**src/rtl/pkt_pkg.sv**
```systemverilog
package pkt_pkg;

  // One buffered input byte with its frame markers.
  typedef struct packed {
    logic       sof;
    logic       eof;
    logic [7:0] data;
  } pix_t;

  // Header byte at position idx. The layout is fixed: sync word,
  // frame number, previous frame length (each high byte first),
  // then zero padding.
  function automatic logic [7:0] hdr_byte(input int unsigned idx,
                                          input logic [15:0] sync,
                                          input logic [15:0] fno,
                                          input logic [15:0] len);
    case (idx)
      0:       return sync[15:8];
      1:       return sync[7:0];
      2:       return fno[15:8];
      3:       return fno[7:0];
      4:       return len[15:8];
      5:       return len[7:0];
      default: return 8'h00;
    endcase
  endfunction

  // A pixel byte closes its packet when the packet is full or the frame ends.
  function automatic logic data_closes(input int unsigned cnt,
                                       input logic eof,
                                       input int unsigned pkt_bytes);
    return (cnt == pkt_bytes - 1) || eof;
  endfunction

endpackage

```
**src/rtl/pkt_fifo.sv**
```systemverilog
module pkt_fifo #(
  parameter int W     = 10,
  parameter int DEPTH = 8
) (
  input  logic         clk,
  input  logic         rst_n,
  input  logic         push,
  input  logic [W-1:0] push_data,
  input  logic         pop,
  output logic [W-1:0] head,
  output logic         empty,
  output logic         full,
  output logic         overflow
);
  localparam int AW = (DEPTH > 1) ? $clog2(DEPTH) : 1;
  localparam int CW = $clog2(DEPTH + 1);
  localparam logic [AW-1:0] LAST_PTR = AW'(DEPTH - 1);

  logic [W-1:0]  mem [DEPTH];
  logic [AW-1:0] wptr, rptr;
  logic [CW-1:0] count;
  logic          do_push, do_pop, drop;

  assign full    = (count == CW'(DEPTH));
  assign empty   = (count == '0);
  assign do_push = push && !full;
  assign do_pop  = pop && !empty;
  assign drop    = push && full;
  assign head    = mem[rptr];

  always_ff @(posedge clk) begin
    if (do_push) mem[wptr] <= push_data;
  end

  always_ff @(posedge clk) begin
    if (!rst_n) begin
      wptr     <= '0;
      rptr     <= '0;
      count    <= '0;
      overflow <= 1'b0;
    end else begin
      if (do_push) wptr <= (wptr == LAST_PTR) ? '0 : wptr + 1'b1;
      if (do_pop)  rptr <= (rptr == LAST_PTR) ? '0 : rptr + 1'b1;
      case ({do_push, do_pop})
        2'b10:   count <= count + 1'b1;
        2'b01:   count <= count - 1'b1;
        default: count <= count;
      endcase
      if (drop) overflow <= 1'b1;
    end
  end

  AST_OVF_SET: assert property (@(posedge clk) disable iff (!rst_n)
    (push && full) |=> overflow);
  AST_OVF_STICKY: assert property (@(posedge clk) disable iff (!rst_n)
    overflow |=> overflow);
  AST_NO_POP_EMPTY: assert property (@(posedge clk) disable iff (!rst_n)
    empty |-> !pop);

endmodule

```
**src/rtl/pkt_framer.sv**
```systemverilog
module pkt_framer
  import pkt_pkg::*;
#(
  parameter int          PKT_BYTES = 8,
  parameter logic [15:0] SYNC_WORD = 16'hA55A
) (
  input  logic       clk,
  input  logic       rst_n,
  input  pix_t       head,
  input  logic       head_valid,
  input  logic       out_ready,
  output logic       pop,
  output logic       out_valid,
  output logic [7:0] out_data,
  output logic       out_last,
  output logic       straddle
);
  localparam int CW = $clog2(PKT_BYTES);
  localparam logic [CW-1:0] LAST_IDX = CW'(PKT_BYTES - 1);

  logic [CW-1:0] hdr_idx, pkt_cnt;
  logic [15:0]   frame_no, cur_len;
  logic          hdr_sent;

  // Named internal events used by the sequential logic and the assertions.
  logic hdr_pend, fire, hdr_fire, hdr_first, hdr_done, pkt_open;

  assign hdr_pend  = head_valid && head.sof && !hdr_sent;
  assign out_valid = head_valid;
  assign fire      = out_valid && out_ready;
  assign hdr_fire  = fire && hdr_pend;
  assign pop       = fire && !hdr_pend;
  assign hdr_first = hdr_fire && (hdr_idx == '0);
  assign hdr_done  = hdr_fire && (hdr_idx == LAST_IDX);
  assign pkt_open  = (pkt_cnt != '0);

  always_comb begin
    if (hdr_pend) begin
      out_data = hdr_byte(32'(hdr_idx), SYNC_WORD, frame_no, cur_len);
      out_last = (hdr_idx == LAST_IDX);
    end else begin
      out_data = head.data;
      out_last = data_closes(32'(pkt_cnt), head.eof, PKT_BYTES);
    end
  end

  always_ff @(posedge clk) begin
    if (!rst_n) begin
      hdr_idx  <= '0;
      pkt_cnt  <= '0;
      frame_no <= '0;
      cur_len  <= '0;
      hdr_sent <= 1'b0;
      straddle <= 1'b0;
    end else begin
      if (hdr_first && pkt_open) straddle <= 1'b1;
      if (hdr_fire) begin
        pkt_cnt <= '0;
        if (hdr_done) begin
          hdr_idx  <= '0;
          hdr_sent <= 1'b1;
          frame_no <= frame_no + 1'b1;
          cur_len  <= '0;
        end else begin
          hdr_idx <= hdr_idx + 1'b1;
        end
      end
      if (pop) begin
        hdr_sent <= 1'b0;
        cur_len  <= cur_len + 1'b1;
        pkt_cnt  <= out_last ? '0 : pkt_cnt + 1'b1;
      end
    end
  end

  AST_HOLD: assert property (@(posedge clk) disable iff (!rst_n)
    (out_valid && !out_ready) |=> (out_valid && $stable(out_data) && $stable(out_last)));
  AST_HDR_BEFORE_SOF: assert property (@(posedge clk) disable iff (!rst_n)
    (pop && head.sof) |-> hdr_sent);
  AST_STRADDLE_SET: assert property (@(posedge clk) disable iff (!rst_n)
    (hdr_first && pkt_open) |=> straddle);
  AST_STRADDLE_STICKY: assert property (@(posedge clk) disable iff (!rst_n)
    straddle |=> straddle);
  AST_FRAME_STEP: assert property (@(posedge clk) disable iff (!rst_n)
    hdr_done |=> (cur_len == '0));

endmodule

```
**src/rtl/frame_hdr_packetizer.sv**
```systemverilog
module frame_hdr_packetizer
  import pkt_pkg::*;
#(
  parameter int          PKT_BYTES  = 8,
  parameter int          FIFO_DEPTH = 8,
  parameter logic [15:0] SYNC_WORD  = 16'hA55A
) (
  input  logic       clk,
  input  logic       rst_n,
  input  logic       in_valid,
  input  logic [7:0] in_data,
  input  logic       in_sof,
  input  logic       in_eof,
  input  logic       out_ready,
  output logic       out_valid,
  output logic [7:0] out_data,
  output logic       out_last,
  output logic       overflow,
  output logic       straddle
);
  localparam int PW = $bits(pix_t);

  pix_t          in_pix, head_pix;
  logic [PW-1:0] head_bits;
  logic          fifo_empty, fifo_full, pop;

  assign in_pix   = '{sof: in_sof, eof: in_eof, data: in_data};
  assign head_pix = pix_t'(head_bits);

  pkt_fifo #(.W(PW), .DEPTH(FIFO_DEPTH)) u_fifo (
    .clk       (clk),
    .rst_n     (rst_n),
    .push      (in_valid),
    .push_data (in_pix),
    .pop       (pop),
    .head      (head_bits),
    .empty     (fifo_empty),
    .full      (fifo_full),
    .overflow  (overflow)
  );

  pkt_framer #(.PKT_BYTES(PKT_BYTES), .SYNC_WORD(SYNC_WORD)) u_framer (
    .clk        (clk),
    .rst_n      (rst_n),
    .head       (head_pix),
    .head_valid (!fifo_empty),
    .out_ready  (out_ready),
    .pop        (pop),
    .out_valid  (out_valid),
    .out_data   (out_data),
    .out_last   (out_last),
    .straddle   (straddle)
  );

  AST_RESET_IDLE: assert property (@(posedge clk)
    !rst_n |=> (!out_valid && !overflow && !straddle));

endmodule

```
**config.mk**
```make
export PLATFORM = sky130hd
export DESIGN_NAME = frame_hdr_packetizer
export DESIGN_NICKNAME = d
export VERILOG_FILES = /design/src/rtl/pkt_pkg.sv /design/src/rtl/pkt_fifo.sv /design/src/rtl/pkt_framer.sv /design/src/rtl/frame_hdr_packetizer.sv
export SDC_FILE = /design/constraint.sdc
export NUM_CORES = 1
export LEC_CHECK = 0
export BUFFER_PORTS_ARGS = -buffer_cell sky130_fd_sc_hd__buf_4
export CAP_MARGIN = 20
export CORE_ASPECT_RATIO = 0.8
export CORE_MARGIN = 5
export CORE_UTILIZATION = 60
export CTS_BUF_LIST = sky130_fd_sc_hd__clkbuf_8 sky130_fd_sc_hd__clkbuf_16
export DETAILED_ROUTE_END_ITERATION = 8
export PLACE_DENSITY = 0.76
export SLEW_MARGIN = 10
export SYNTH_ARGS = -nofsm -noshare
export SYNTH_HDL_FRONTEND = slang
export SYNTH_HIERARCHICAL = 1
export SYNTH_SLANG_ARGS = --single-unit
```
**constraint.sdc**
```tcl
create_clock -name clk -period 3.7 [get_ports clk]
set_input_delay 0.555 -clock clk [delete_from_list [all_inputs] [get_ports clk]]
set_output_delay 0.555 -clock clk [all_outputs]
set_load 0.03 [all_outputs]
```
**Word level (Yosys, flattened, before mapping)**

Memory sizes are Yosys's and may differ from the RTL's. A register that Yosys moved wholly into a read port is not among the register bits.
Index checks and enable logic that the tools add are counted.

- Add/subtract/negate cells: 8
- Equality and inequality tests: 12
- Mux-type cells: 17
- Bitwise logic cells: 1
- Reductions and logical operators: 25

Operator list:

| kind | number |
|---|---|
| 16-bit two-way mux | 3 |
| 8-bit one-hot mux with 6 select lines | 1 |
| 16-bit by 1-bit adder with 16-bit output, second input constant | 2 |
| 3-bit two-way mux | 8 |
| 3-bit == test, second input constant | 6 |
| 3-bit by 1-bit adder with 3-bit output, second input constant | 4 |
| 1-bit logical AND | 11 |
| 8-bit two-way mux | 1 |
| 4-bit one-hot mux with 2 select lines | 1 |
| 3-bit by 2-bit == test with 1-bit output, second input constant | 2 |
| 2-bit nonzero test | 3 |
| 4-bit by 1-bit adder with 4-bit output, second input constant | 1 |
| 4-bit == test, second input constant | 1 |
| 1-bit logical NOT | 4 |
| 4-bit logical NOT | 1 |
| 2-bit AND reduction | 2 |
| 4-bit by 1-bit subtractor with 4-bit output, second input constant | 1 |
| 3-bit by 1-bit == test with 1-bit output, second input constant | 1 |
| 3-bit logical NOT | 1 |
| 1-bit two-way mux | 3 |
| 3-bit nonzero test | 1 |
| 2-bit by 1-bit == test with 1-bit output, second input constant | 1 |
| 2-bit == test, second input constant | 1 |
| 2-bit OR reduction | 1 |
| 2 further kinds | 2 |

- Flip-flop bits (word level): 51
- Memory bits (writable): 80
- Input port bits: 14
- Memories: 1

Memories:

| name | words | width | rd ports | clocked after Yosys merged registers in | wr ports | line | source |
|---|---|---|---|---|---|---|---|
| u_fifo.mem | 8 | 10 | 1 | 1 | 1 | pkt_fifo.sv:19 | `logic [W-1:0] mem [DEPTH];` |

**Logic depth before layout (Yosys ltp)**

Gate-level depths: netlist of the first run.

- Depth after elaboration: 9
- Depth in mapped cells: 16
- Gate-level depth less buffers: 14

**By module**

The synthesis of the first run kept the hierarchy.

By module, submodules not included:

| module | instances | cells each | area each (sq um) | seq. area each (sq um) |
|---|---|---|---|---|
| pkt_fifo | 1 | 197 | 3794.9 | 2682.6 |
| pkt_framer | 1 | 292 | 2344.7 | 800.8 |
| frame_hdr_packetizer | 1 | 1 | 3.8 | 0.0 |

**Worst setup path after synthesis of the first run**

No wires, ideal clock.

- Path kind: flip-flop to flip-flop
- Start point: register (tool-made name)
- End point: register u_fifo.count[2]
- Setup time: 0.076 ns
- Arrival time: 3.338 ns
- Setup slack: 0.286 ns
- Stages on the path, launching flop included: 17
- Buffers on the path: 2
- Cell sequence: dfxtp_1 buf_2 mux4_2 mux2_2 nand2b_1 nand2_1 inv_1 buf_2 o41ai_4 inv_1 ha_1 xor2_1 ha_1 a21oi_1 xor2_1 or3_1 a21boi_0

RTL lines:

| element | line | source |
|---|---|---|
| end signal, assigned | pkt_fifo.sv:45 | `2'b10: count <= count + 1'b1;` |
| end signal, assigned | pkt_fifo.sv:46 | `2'b01: count <= count - 1'b1;` |
| end signal, assigned | pkt_fifo.sv:47 | `default: count <= count;` |
| end, declared | pkt_fifo.sv:21 | `logic [CW-1:0] count;` |

==> summary.md, run 1 <==
| Metric | Value |
|---|---|
| TNS Setup | 0 ns |
| Rows | 33 |
| Fraction of layout cells with a size suffix above 1 | 20.5% |
| Syn_area_per_cell | 12.5 um^2 |
| Largest net degree at the start of global routing | 34 |
| Vias per cell | 6.36 |
| Final Hold Viols | 0 |
| RSZ-0062 raised after global routing | false |
| First-pass GRT wire length | 21800 um |
| Kind of start point of the critical path | register |
| WHS | 0.386 ns |
| Final Setup Violations | 0 |
| Most used DFF post-synth | edfxtp_1 |
| Hpwl dp | 8900 um |
| GRT overflow | 0 |
| Switching power summed over all nets | 906 uW |
| CTS tree | yes |
| EDFF count, synth | 80 |
| Synthesis-stage register bit count | 134 |
| Width of the die | 123 um |
| Critical Path RT | 3.14 ns |
| PD cells | 520 nW/um^2 |
| Core area | 10100 um^2 |
| Cell area after synthesis | 6140 um^2 |
| TritonCTS buffer count | 17 |
| Max Fclk | 292 MHz |
| Antenna diode count | 0 |
| Clk root buf | clkbuf_16 |
| Max_slew headroom | 38.6% |
| P&R area growth vs syn | 14.5% |
| PortBufs | 25 |
| Initial antenna violation count | 0 |
| Routed len/inst | 20.2 um |
| Routed vias | 4281 |
| Critical setup path kind | register to output pin |
| Endpoint class of the critical path | output pin |
| Nets | 552 |
| Multi-input logic area | 2470 um^2 |
| Peak VDD IR | 0.323 mV |
| Final min period | 3.42 ns |
| Crit-path max FO | 13 |
| Sink Count | 134 |
| Post-Synthesis Cells | 490 |
| Fill cells | 722 |
| Util after Layout | 69.6% |
| Initial core utilization | 60.7% |
| CTS clk-pin slew, worst paths | 0.06 ns |
| Final worst path period share | 92.6% |
| FF/Latch Area | 3480 um^2 |
| Initial DRC count | 375 |
| Unique masters post-synth | 58 |
| Clk pwr share | 42.6% |
| Internal | 2.75 mW |
| Pins Over Slew Limit | 0 |
| Num ports | 26 |
| Max Used Layer | met4 |
| Synth top area share | 39.1% |
| Met3 Routed Length | 1100 um |
| Outcome | finished clean |
| Part of the Yosys area used for sequential elements | 56.7% |
| Drt total wl | 13600 um |
| Logic pwr share | 12.1% |
| GP Congestion | 0.854 |
| Clock buffer depth | 2 |
| Synth async-reset ratio | 0% |
| H-tree depth | 4 |
| Clk_lat worst skew | 0.41 ns |
| Die extent in y | 101 um |
| Max Cap Viol | 0 |
| Routed Antenna Nets | 0 |
| Full die area | 12400 um^2 |
| # hold bufs at CTS | 0 |
| Actual slew at the worst max-slew pin | 0.913 ns |
| DR DRC count | 0 |
| TritonRoute pass-1 iters | 5 |
| Mapped Nets | 522 |
| Leak | 2.48 nW |
| Leading area contributor after synthesis | edfxtp_1 |
| Sequential Power Share | 45.3% |
| Top cells by area, synth | edfxtp_1, dfxtp_1, mux4_2 |
| YS warnings | 6 |
| Vias in the first global route | 4286 |
| Wl on met1 | 5830 um |
| Met2 routed WL | 6310 um |
| WP data arrival | 2.87 ns |
| GRT Total Usage | 23.3% |
| Sw frac | 24.8% |
| Worst min path class | input port to register |
| Worst clock skew | 0.0106 ns |
==> path summary, 6_finish.rpt <==
kind                                   startpoint                 to  slack (ns)  cells after the start
worst max register to register           register    u_fifo/count[2]        0.34                     14
worst min register to register  u_framer/straddle  u_framer/straddle        0.48                      2
worst min-delay path                       in_eof   u_fifo/mem[2][8]        0.39                      1
worst max-delay path                     register        out_data[6]        0.28                      7
==> worst max-delay path, cell delays in order, from the launching register on <==
cell,delay [ns]
dfxtp_1,0.41
mux4_2,0.52
mux2_2,0.34
nor2b_1,0.19
nand2_1,0.41
a21oi_2,0.15
a22o_1,0.25
buf_4,0.17
==> cell usage in the layout, fill, tap and decap left out, types with 4 or more instances in the layout <==
master,instances
mux2_2,11
inv_1,18
o21ai_0,20
a211oi_1,6
xor2_1,6
edfxtp_1,80
nand2_1,23
mux4_2,20
nor2_1,22
or4_1,5
a221o_1,4
clkbuf_16,17
ha_1,17
o211ai_1,6
nor3_1,16
mux2i_1,4
or3_1,12
a22o_1,9
nand2b_1,5
a21oi_1,32
nand3_1,25
xnor2_1,4
buf_4,39
nand4_1,9
dfxtp_1,54
nor2b_1,6
and3_1,4
==> per-layer routing <==
metal	vias to the layer above	global-route usage, %
li1	1958	-
met1	2092	31.7
met2	200	35.9
met3	31	6.79
met4	0	8.26
met5	-	0
==> power by group through the flow <==
stage	combinational (mW)	sequential (mW)	clock, mW
CTS	0.439	1.66	1.58
global placement	0.420	1.69	0
finish	0.442	1.66	1.56
floorplan	0.323	1.67	0
detailed placement	0.435	1.69	0
global route	0.478	1.66	1.66
==> cells in the mapped netlist (3+ instances only) <==
library cell,instances
a21oi_1,33
nor2b_1,6
nand4_1,9
buf_6,3
mux4_2,20
edfxtp_1,80
xor2_1,6
o211ai_1,6
dfxtp_1,54
inv_1,14
a222oi_1,3
a22o_1,9
nand3b_1,3
buf_2,6
nor3_1,16
ha_1,18
o21ai_0,20
and4_1,3
nand2b_1,6
mux2i_1,4
clkbuf_1,14
or3_1,12
nor2_1,22
mux2_2,11
buf_1,3
a211oi_1,6
nand2_1,23
xnor2_1,4
or4_1,5
a221o_1,4
nand3_1,25
and3_1,4
a22oi_1,3
==> sequential cells by signal, summed over array words and instances, names as in the netlist, named ones only <==
signal and cells:
u_fifo/overflow 1, u_fifo/mem 80, u_framer/frame_no 16, u_framer/straddle 1
u_framer/cur_len 16, u_framer/pkt_cnt 3, u_framer/hdr_sent 1, u_framer/hdr_idx 3
u_fifo/rptr 3, u_fifo/wptr 3, u_fifo/count 4
==> logic make-up after synthesis <==
| group | count (synthesis) | share of synthesized area (%) |
|---|---|---|
| AND/OR/NAND/NOR | 149 | 13.7 |
| flip-flops | 134 | 56.7 |
| AO/OA/AOI/OAI | 101 | 11.2 |
| buffers and inverters | 43 | 3.26 |
| multiplexers | 35 | 10.0 |
| adder cells (fa/ha/maj) | 18 | 3.67 |
| XOR/XNOR | 10 | 1.43 |
==> cell type report <==
type                            count  area share (%)
Sequential cell                   134            49.5
Multi-Input combinational cell    313            35.2
Clock buffer                       20            6.63
Timing Repair Buffer               40            4.23
Tap cell                          140            2.49
Clock inverter                     12            1.23
Inverter                           14           0.747
==> through the flow <==
step / cells / worst slack [ns] / power (mW) / instance area, um^2
global placement: 640 / 0.480 / 2.10 / 6470
CTS: 673 / 0.200 / 3.68 / 7030
finish: 673 / 0.276 / 3.66 / 7040
detailed placement: 641 / 0.253 / 2.12 / 6470
floorplan: 490 / 0.286 / 1.99 / 6140
global route: 673 / 0.0440 / 3.80 / 7040
==> what timing repair did <==
action                                  in CTS  in global routing
endpoints found under the setup margin       0                  7
endpoints found under the hold margin        0                  0
buffers inserted                             0                  0
resized for setup                            0                  3
(Power assumes the default switching activity.)
==> inputs of run 2 (changes only) <==
CORE_UTILIZATION = 24   (was 60)
PLACE_DENSITY = 0.36   (was 0.76)
==> run 2 against run 1 <==
  * Sequential power about the same
  * Largest power group unchanged
  * Critical endpoint is now out_data[4]
  * Highest routed layer unchanged
  * Utilization down 41 points
  * Cell count rose by 28%
  * First-iteration DRC count is 24% lower
  * Setup slack gained 0.077 ns
==> summary.md, run 2 (synthesis gave the netlist of run 1 again) <==
| Metric | Value |
|---|---|
| Peak VDD IR | 0.337 mV (+4.1%) |
| # hold bufs at CTS | 0 (unchanged) |
| Worst min path class | input port to register |
| WP data arrival | 2.79 ns (-0.08 ns) |
| Width of the die | 189 um (+53%) |
| Most frequent cells in the layout | edfxtp_1, dfxtp_1, buf_4, a21oi_1, nand3_1 |
| Largest register by flop count | u_fifo/mem |
| Initial DRC count | 284 (-24%) |
| H-tree depth | 4 (unchanged) |
| Rows | 52 (+58%) |
| DR DRC count | 0 (unchanged) |
| RSZ-0062 raised after global routing | false |
| Routed Antenna Nets | 0 (unchanged) |
| Final worst path period share | 90.5% (-2.1 points) |
| Critical path cell sequence | mux4_2 -> mux2_2 -> nor2b_1 -> nand2_1 -> a21oi_1 -> a22o_1 -> buf_4 |
| Antenna diode count | 0 (unchanged) |
| Biggest regs | u_fifo/mem: 80 flops, u_framer/cur_len: 16 flops, u_framer/frame_no: 16 flops |
| Fill cells | 2584 (+260%) |
| Clk_lat worst skew | 0.43 ns (+0.02 ns) |
| Final Hold Viols | 0 (unchanged) |
| Hold Path Origin | in_data[4] |
| CTS tree | yes |
| Nets | 555 (+0.54%) |
| WHS Endpoint | u_fifo/mem[5][4] |
| Largest net degree at the start of global routing | 34 (unchanged) |
| GRT overflow | 0 (unchanged) |
| Placed insts | 828 (+29%) |
| Clock buffer depth | 2 (unchanged) |
| TritonCTS buffer count | 17 (unchanged) |
| CP max stage cell | mux4_2 |
| Crit-path max FO | 7 (-6) |
| Initial core utilization | 24.3% (-36 points) |
| P&R area growth vs syn | 18.9% |
| Reg2Reg Depth | 14 (unchanged) |
| Clk root buf | clkbuf_16 |
| Worst clock skew | 0.0110 ns (+0.000344 ns) |
| Critical Path RT | 3.14 ns (about the same) |
| Vias in the first global route | 4095 (-4.5%) |
| Max_slew headroom | 37.0% (-1.6 points) |
| Pins Over Slew Limit | 0 (unchanged) |
| FF/Latch Area | 3480 um^2 (unchanged) |
| Hpwl dp | 10900 um (+22%) |
| Final min period | 3.35 ns (-0.0773 ns) |
| Drt total wl | 15700 um (+16%) |
| First-pass GRT wire length | 25100 um (+15%) |
| Die extent in y | 153 um (+52%) |
| Post-Layout Cell Count | 860 (+28%) |
| Actual slew at the worst max-slew pin | 0.938 ns (+0.0242 ns) |
| Num ports | 26 (unchanged) |
| Hold path depth | 1 (unchanged) |
| Reg2reg setup slack | 0.49 ns (+0.15 ns) |
| Sink Count | 134 (unchanged) |
| GRT Total Usage | 11.4% (-12 points) |
| Critical setup path kind | register to output pin |
| Kind of start point of the critical path | register |
| TNS Setup | 0 ns (unchanged) |
| Routed vias | 4075 (-4.8%) |
| Full die area | 28900 um^2 (+130%) |
| PortBufs | 25 (unchanged) |
| WHS | 0.363 ns (-0.0226 ns) |
| Multi-input logic area | 2470 um^2 (-0.35%) |
| Post-CTS setup buffers | 0 (unchanged) |
| Core area | 25200 um^2 (+150%) |
| Max Fclk | 299 MHz (+2.3%) |
| Outcome | finished clean |
| Endpoint class of the critical path | output pin |
| Vias per cell | 4.74 (-26%) |
| Final Setup Violations | 0 (unchanged) |
| GP Congestion | 0.756 (-12%) |
| Max FFs per register | 80 (unchanged) |
| Commonest non-fill, non-tap cell in the layout | edfxtp_1 |
| CTS clk-pin slew, worst paths | 0.06 ns (about the same) |
| PD cells | 514 nW/um^2 (-1.1%) |
| TritonRoute pass-1 iters | 5 (unchanged) |
| R2r endpoint | u_fifo/count[2] |
| Cts repair resizes | 0 (unchanged) |
| Initial antenna violation count | 0 (unchanged) |
| Routed len/inst | 18.3 um (-9.3%) |
| Fraction of layout cells with a size suffix above 1 | 20.9% (+0.45 points) |
| CP max stage delay | 0.50 ns (-0.02 ns) |
| Leak | 2.48 nW (about the same) |
| Max Cap Viol | 0 (unchanged) |
==> run 2: area by class of cell <==
class | instances | area share (%)
Clock buffer | 17 | 5.83
Clock inverter | 15 | 2.00
Inverter | 14 | 0.720
Multi-Input combinational cell | 313 | 33.8
Sequential cell | 134 | 47.7
Tap cell | 324 | 5.55
Timing Repair Buffer | 43 | 4.42
==> run 2: worst max-delay path, delay by kind of cell (launching register included) <==
| kind | cells | cell delay [ns] |
|---|---|---|
| buffers and inverters | 1 | 0.17 |
| multiplexers | 2 | 0.85 |
| AO/OA/AOI/OAI | 2 | 0.44 |
| flip-flops | 1 | 0.39 |
| AND/OR/NAND/NOR | 2 | 0.50 |
==> run 2: power by group <==
group | leakage, nW | internal (mW) | switching (mW)
Combinational | 1.04 | 0.183 | 0.286
Clock | 0.275 | 0.939 | 0.697
Sequential | 1.16 | 1.62 | 0.0345
==> run 2: worst max path at each step <==
stage | from | cells after the start | end
final | register | 7 | out_data[4]
after global routing | register | 14 | u_fifo/count[2]
after CTS | register | 7 | out_data[4]
after detailed placement | register | 14 | u_fifo/count[2]
after global placement | register | 14 | u_fifo/count[2]
after floorplan | register | 16 | u_fifo/count[2]
==> run 2: layer usage <==
| metal | track usage (%) | vias up | share of wire (%) |
|---|---|---|---|
| met1 | 17.6 | 2030 | 52 |
| met3 | 3.01 | 12 | 4.5 |
| met2 | 15.5 | 67 | 42 |
| li1 | - | 1966 | - |
| met4 | 3.26 | 0 | 1.1 |
| met5 | 0 | - | 0 |
==> run 2: per-stage QoR <==
step           utilization [%]  power [mW]  cell area (um^2)  setup slack [ns]
6_report                  28.9        3.76              7300             0.353
3_5_place_dp              26.7        2.16              6730             0.491
4_1_cts                   28.9        3.82              7300             0.332
3_3_place_gp              26.7        2.15              6730             0.528
5_1_grt                   28.9        3.93              7300             0.168
2_1_floorplan                -        1.99              6140             0.286
==> inputs of run 3 (changes only) <==
CORE_UTILIZATION = 50   (was 24)
PLACE_DENSITY = 0.65   (was 0.36)
==> run 3 against run 2 <==
  * Hold slack better by 0.0093 ns
  * Non-clock buffer count down 2
  * Routed wire length down 14%
  * Global-route usage up 8.2 points
  * Sequential power about the same
  * Critical path type unchanged
  * Largest cell class unchanged
==> summary.md, run 3 (synthesis gave the netlist of run 1 again) <==
| Metric | Value |
|---|---|
| Util after Layout | 58.3% (+29 points) |
| CTS clk-pin slew, worst paths | 0.06 ns (about the same) |
| Vias in the first global route | 4068 (-0.66%) |
| Placed insts | 654 (-21%) |
| Clk pwr share | 43.2% (-0.4 points) |
| Most frequent cells in the layout | edfxtp_1, dfxtp_1, buf_4, a21oi_1, nand3_1 |
| Routed Antenna Nets | 0 (unchanged) |
| Final worst path period share | 95.2% (+4.8 points) |
| DR DRC count | 0 (unchanged) |
| Final Setup Violations | 0 (unchanged) |
| Hpwl dp | 8960 um (-18%) |
| PD cells | 524 nW/um^2 (+1.9%) |
| Peak VDD IR | 0.343 mV (+1.9%) |
| Routed vias | 4207 (+3.2%) |
| GRT overflow | 0 (unchanged) |
| Max FFs per register | 80 (unchanged) |
| Critical setup path kind | register to output pin |
| Fin area | 7060 um^2 (-3.3%) |
| Max Fclk | 284 MHz (-5.0%) |
| Biggest regs | u_fifo/mem: 80 flops, u_framer/cur_len: 16 flops, u_framer/frame_no: 16 flops |
| Vias per cell | 6.13 (+29%) |
| Sw frac | 25.1% (-2.0 points) |
| Final Hold Viols | 0 (unchanged) |
| Drt total wl | 13500 um (-14%) |
| Sequential Power Share | 44.8% (+0.9 points) |
| Kind of start point of the critical path | register |
| Sink Count | 134 (unchanged) |
| Internal | 2.77 mW (+1.3%) |
| Rows | 36 (-31%) |
| DP Area | 6500 um^2 (-3.4%) |
| Largest register by flop count | u_fifo/mem |
| Crit-path max FO | 13 (+6) |
| TritonCTS buffer count | 17 (unchanged) |
| R2r endpoint | u_fifo/count[2] |
| Die extent in y | 109 um (-29%) |
| Critical Path RT | 3.14 ns (about the same) |
| TNS Setup | 0 ns (unchanged) |
| GRT Total Usage | 19.6% (+8.2 points) |
| PortBufs | 25 (unchanged) |
| Worst clock skew | 0.00898 ns (-0.00202 ns) |
| First-pass GRT wire length | 22000 um (-12%) |
| Outcome | finished clean |
| Endpoint class of the critical path | output pin |
| Fraction of layout cells with a size suffix above 1 | 20.6% (-0.30 points) |
| WP data arrival | 2.97 ns (+0.18 ns) |
| Nets | 553 (-0.36%) |
| Initial antenna violation count | 0 (unchanged) |
| Max_slew headroom | 45.6% (+8.6 points) |
| Post-Layout Cell Count | 686 (-20%) |
| Clk root buf | clkbuf_16 |
| Reg2Reg Depth | 14 (unchanged) |
| Initial DRC count | 484 (+70%) |
| CTS tree | yes |
| Worst min path class | input port to register |
| Pins Over Slew Limit | 0 (unchanged) |
| P&R area growth vs syn | 15.0% |
| H-tree depth | 4 (unchanged) |
| Cts repair resizes | 0 (unchanged) |
| Routed len/inst | 19.7 um (+7.7%) |
| Largest net degree at the start of global routing | 34 (unchanged) |
| Clk_lat worst skew | 0.41 ns (-0.02 ns) |
| Width of the die | 134 um (-29%) |
| Worst setup endpoint | out_data[6] |
| Logic pwr share | 12.0% (-0.5 points) |
| Max Cap Viol | 0 (unchanged) |
| Actual slew at the worst max-slew pin | 0.807 ns (-0.131 ns) |
| Post-CTS setup buffers | 0 (unchanged) |
| Leak | 2.47 nW (-0.33%) |
| Num ports | 26 (unchanged) |
| Reg2reg setup slack | 0.28 ns (-0.21 ns) |
| Clock buffer depth | 2 (unchanged) |
| Initial core utilization | 50.7% (+26 points) |
| TritonRoute pass-1 iters | 5 (unchanged) |
| GP Congestion | 0.834 (+10%) |
| Commonest non-fill, non-tap cell in the layout | edfxtp_1 |
| Switching power summed over all nets | 928 uW (-8.8%) |
| Antenna diode count | 0 (unchanged) |
| RSZ-0062 raised after global routing | false |
| Final min period | 3.52 ns (+0.176 ns) |
| Core area | 12100 um^2 (-52%) |
| # hold bufs at CTS | 0 (unchanged) |
| Full die area | 14600 um^2 (-49%) |
==> run 3: per-layer routing <==
layer	track usage (%)	routed length (um)	vias to the layer above
li1	-	-	1961
met1	28.3	6360	2060
met2	28.9	6050	163
met3	5.21	934	23
met4	6.68	166	0
met5	0	0	-
==> run 3: per-stage QoR <==
| stage | setup slack (ns) | hold slack (ns) | power, mW |
|---|---|---|---|
| after floorplan | 0.286 | 0.459 | 1.99 |
| after global placement | 0.482 | 0.475 | 2.12 |
| after detailed placement | 0.327 | 0.482 | 2.13 |
| after CTS | 0.194 | 0.365 | 3.72 |
| after global routing | 0.0253 | 0.363 | 3.84 |
| final | 0.177 | 0.372 | 3.70 |
==> run 3: worst min path at each step <==
stage | cells after the start | end | slack, ns | start
floorplan | 2 | u_framer/frame_no[15] | 0.46 | u_framer/frame_no[15]
global placement | 2 | u_framer/straddle | 0.48 | u_framer/straddle
detailed placement | 2 | u_fifo/overflow | 0.48 | u_fifo/overflow
CTS | 1 | u_fifo/mem[2][0] | 0.37 | in_data[0]
global route | 1 | u_fifo/mem[4][4] | 0.36 | in_data[4]
finish | 1 | u_fifo/mem[6][4] | 0.37 | in_data[4]
==> run 3: power groups by stage <==
| stage | sequential (mW) | clock (mW) | combinational (mW) |
|---|---|---|---|
| 5_1_grt | 1.66 | 1.69 | 0.479 |
| 2_1_floorplan | 1.67 | 0 | 0.323 |
| 3_5_place_dp | 1.69 | 0 | 0.444 |
| 6_report | 1.66 | 1.60 | 0.444 |
| 3_3_place_gp | 1.69 | 0 | 0.434 |
| 4_1_cts | 1.66 | 1.62 | 0.445 |
==> run 3: worst max-delay path, stage by stage (launching register included) <==
cell and delay (ns):
dfxtp_1 0.42, mux4_2 0.52, mux2_2 0.34, nor2b_1 0.19
nand2_1 0.42, a21oi_1 0.22, a22o_1 0.27, buf_4 0.17
==> run 3: area by class of cell <==
type	count	area, um^2
Clock buffer	17	425
Clock inverter	15	139
Fill cell	975	5050
Inverter	14	52.6
Multi-Input combinational cell	313	2470
Sequential cell	134	3480
Tap cell	152	190
Timing Repair Buffer	41	308
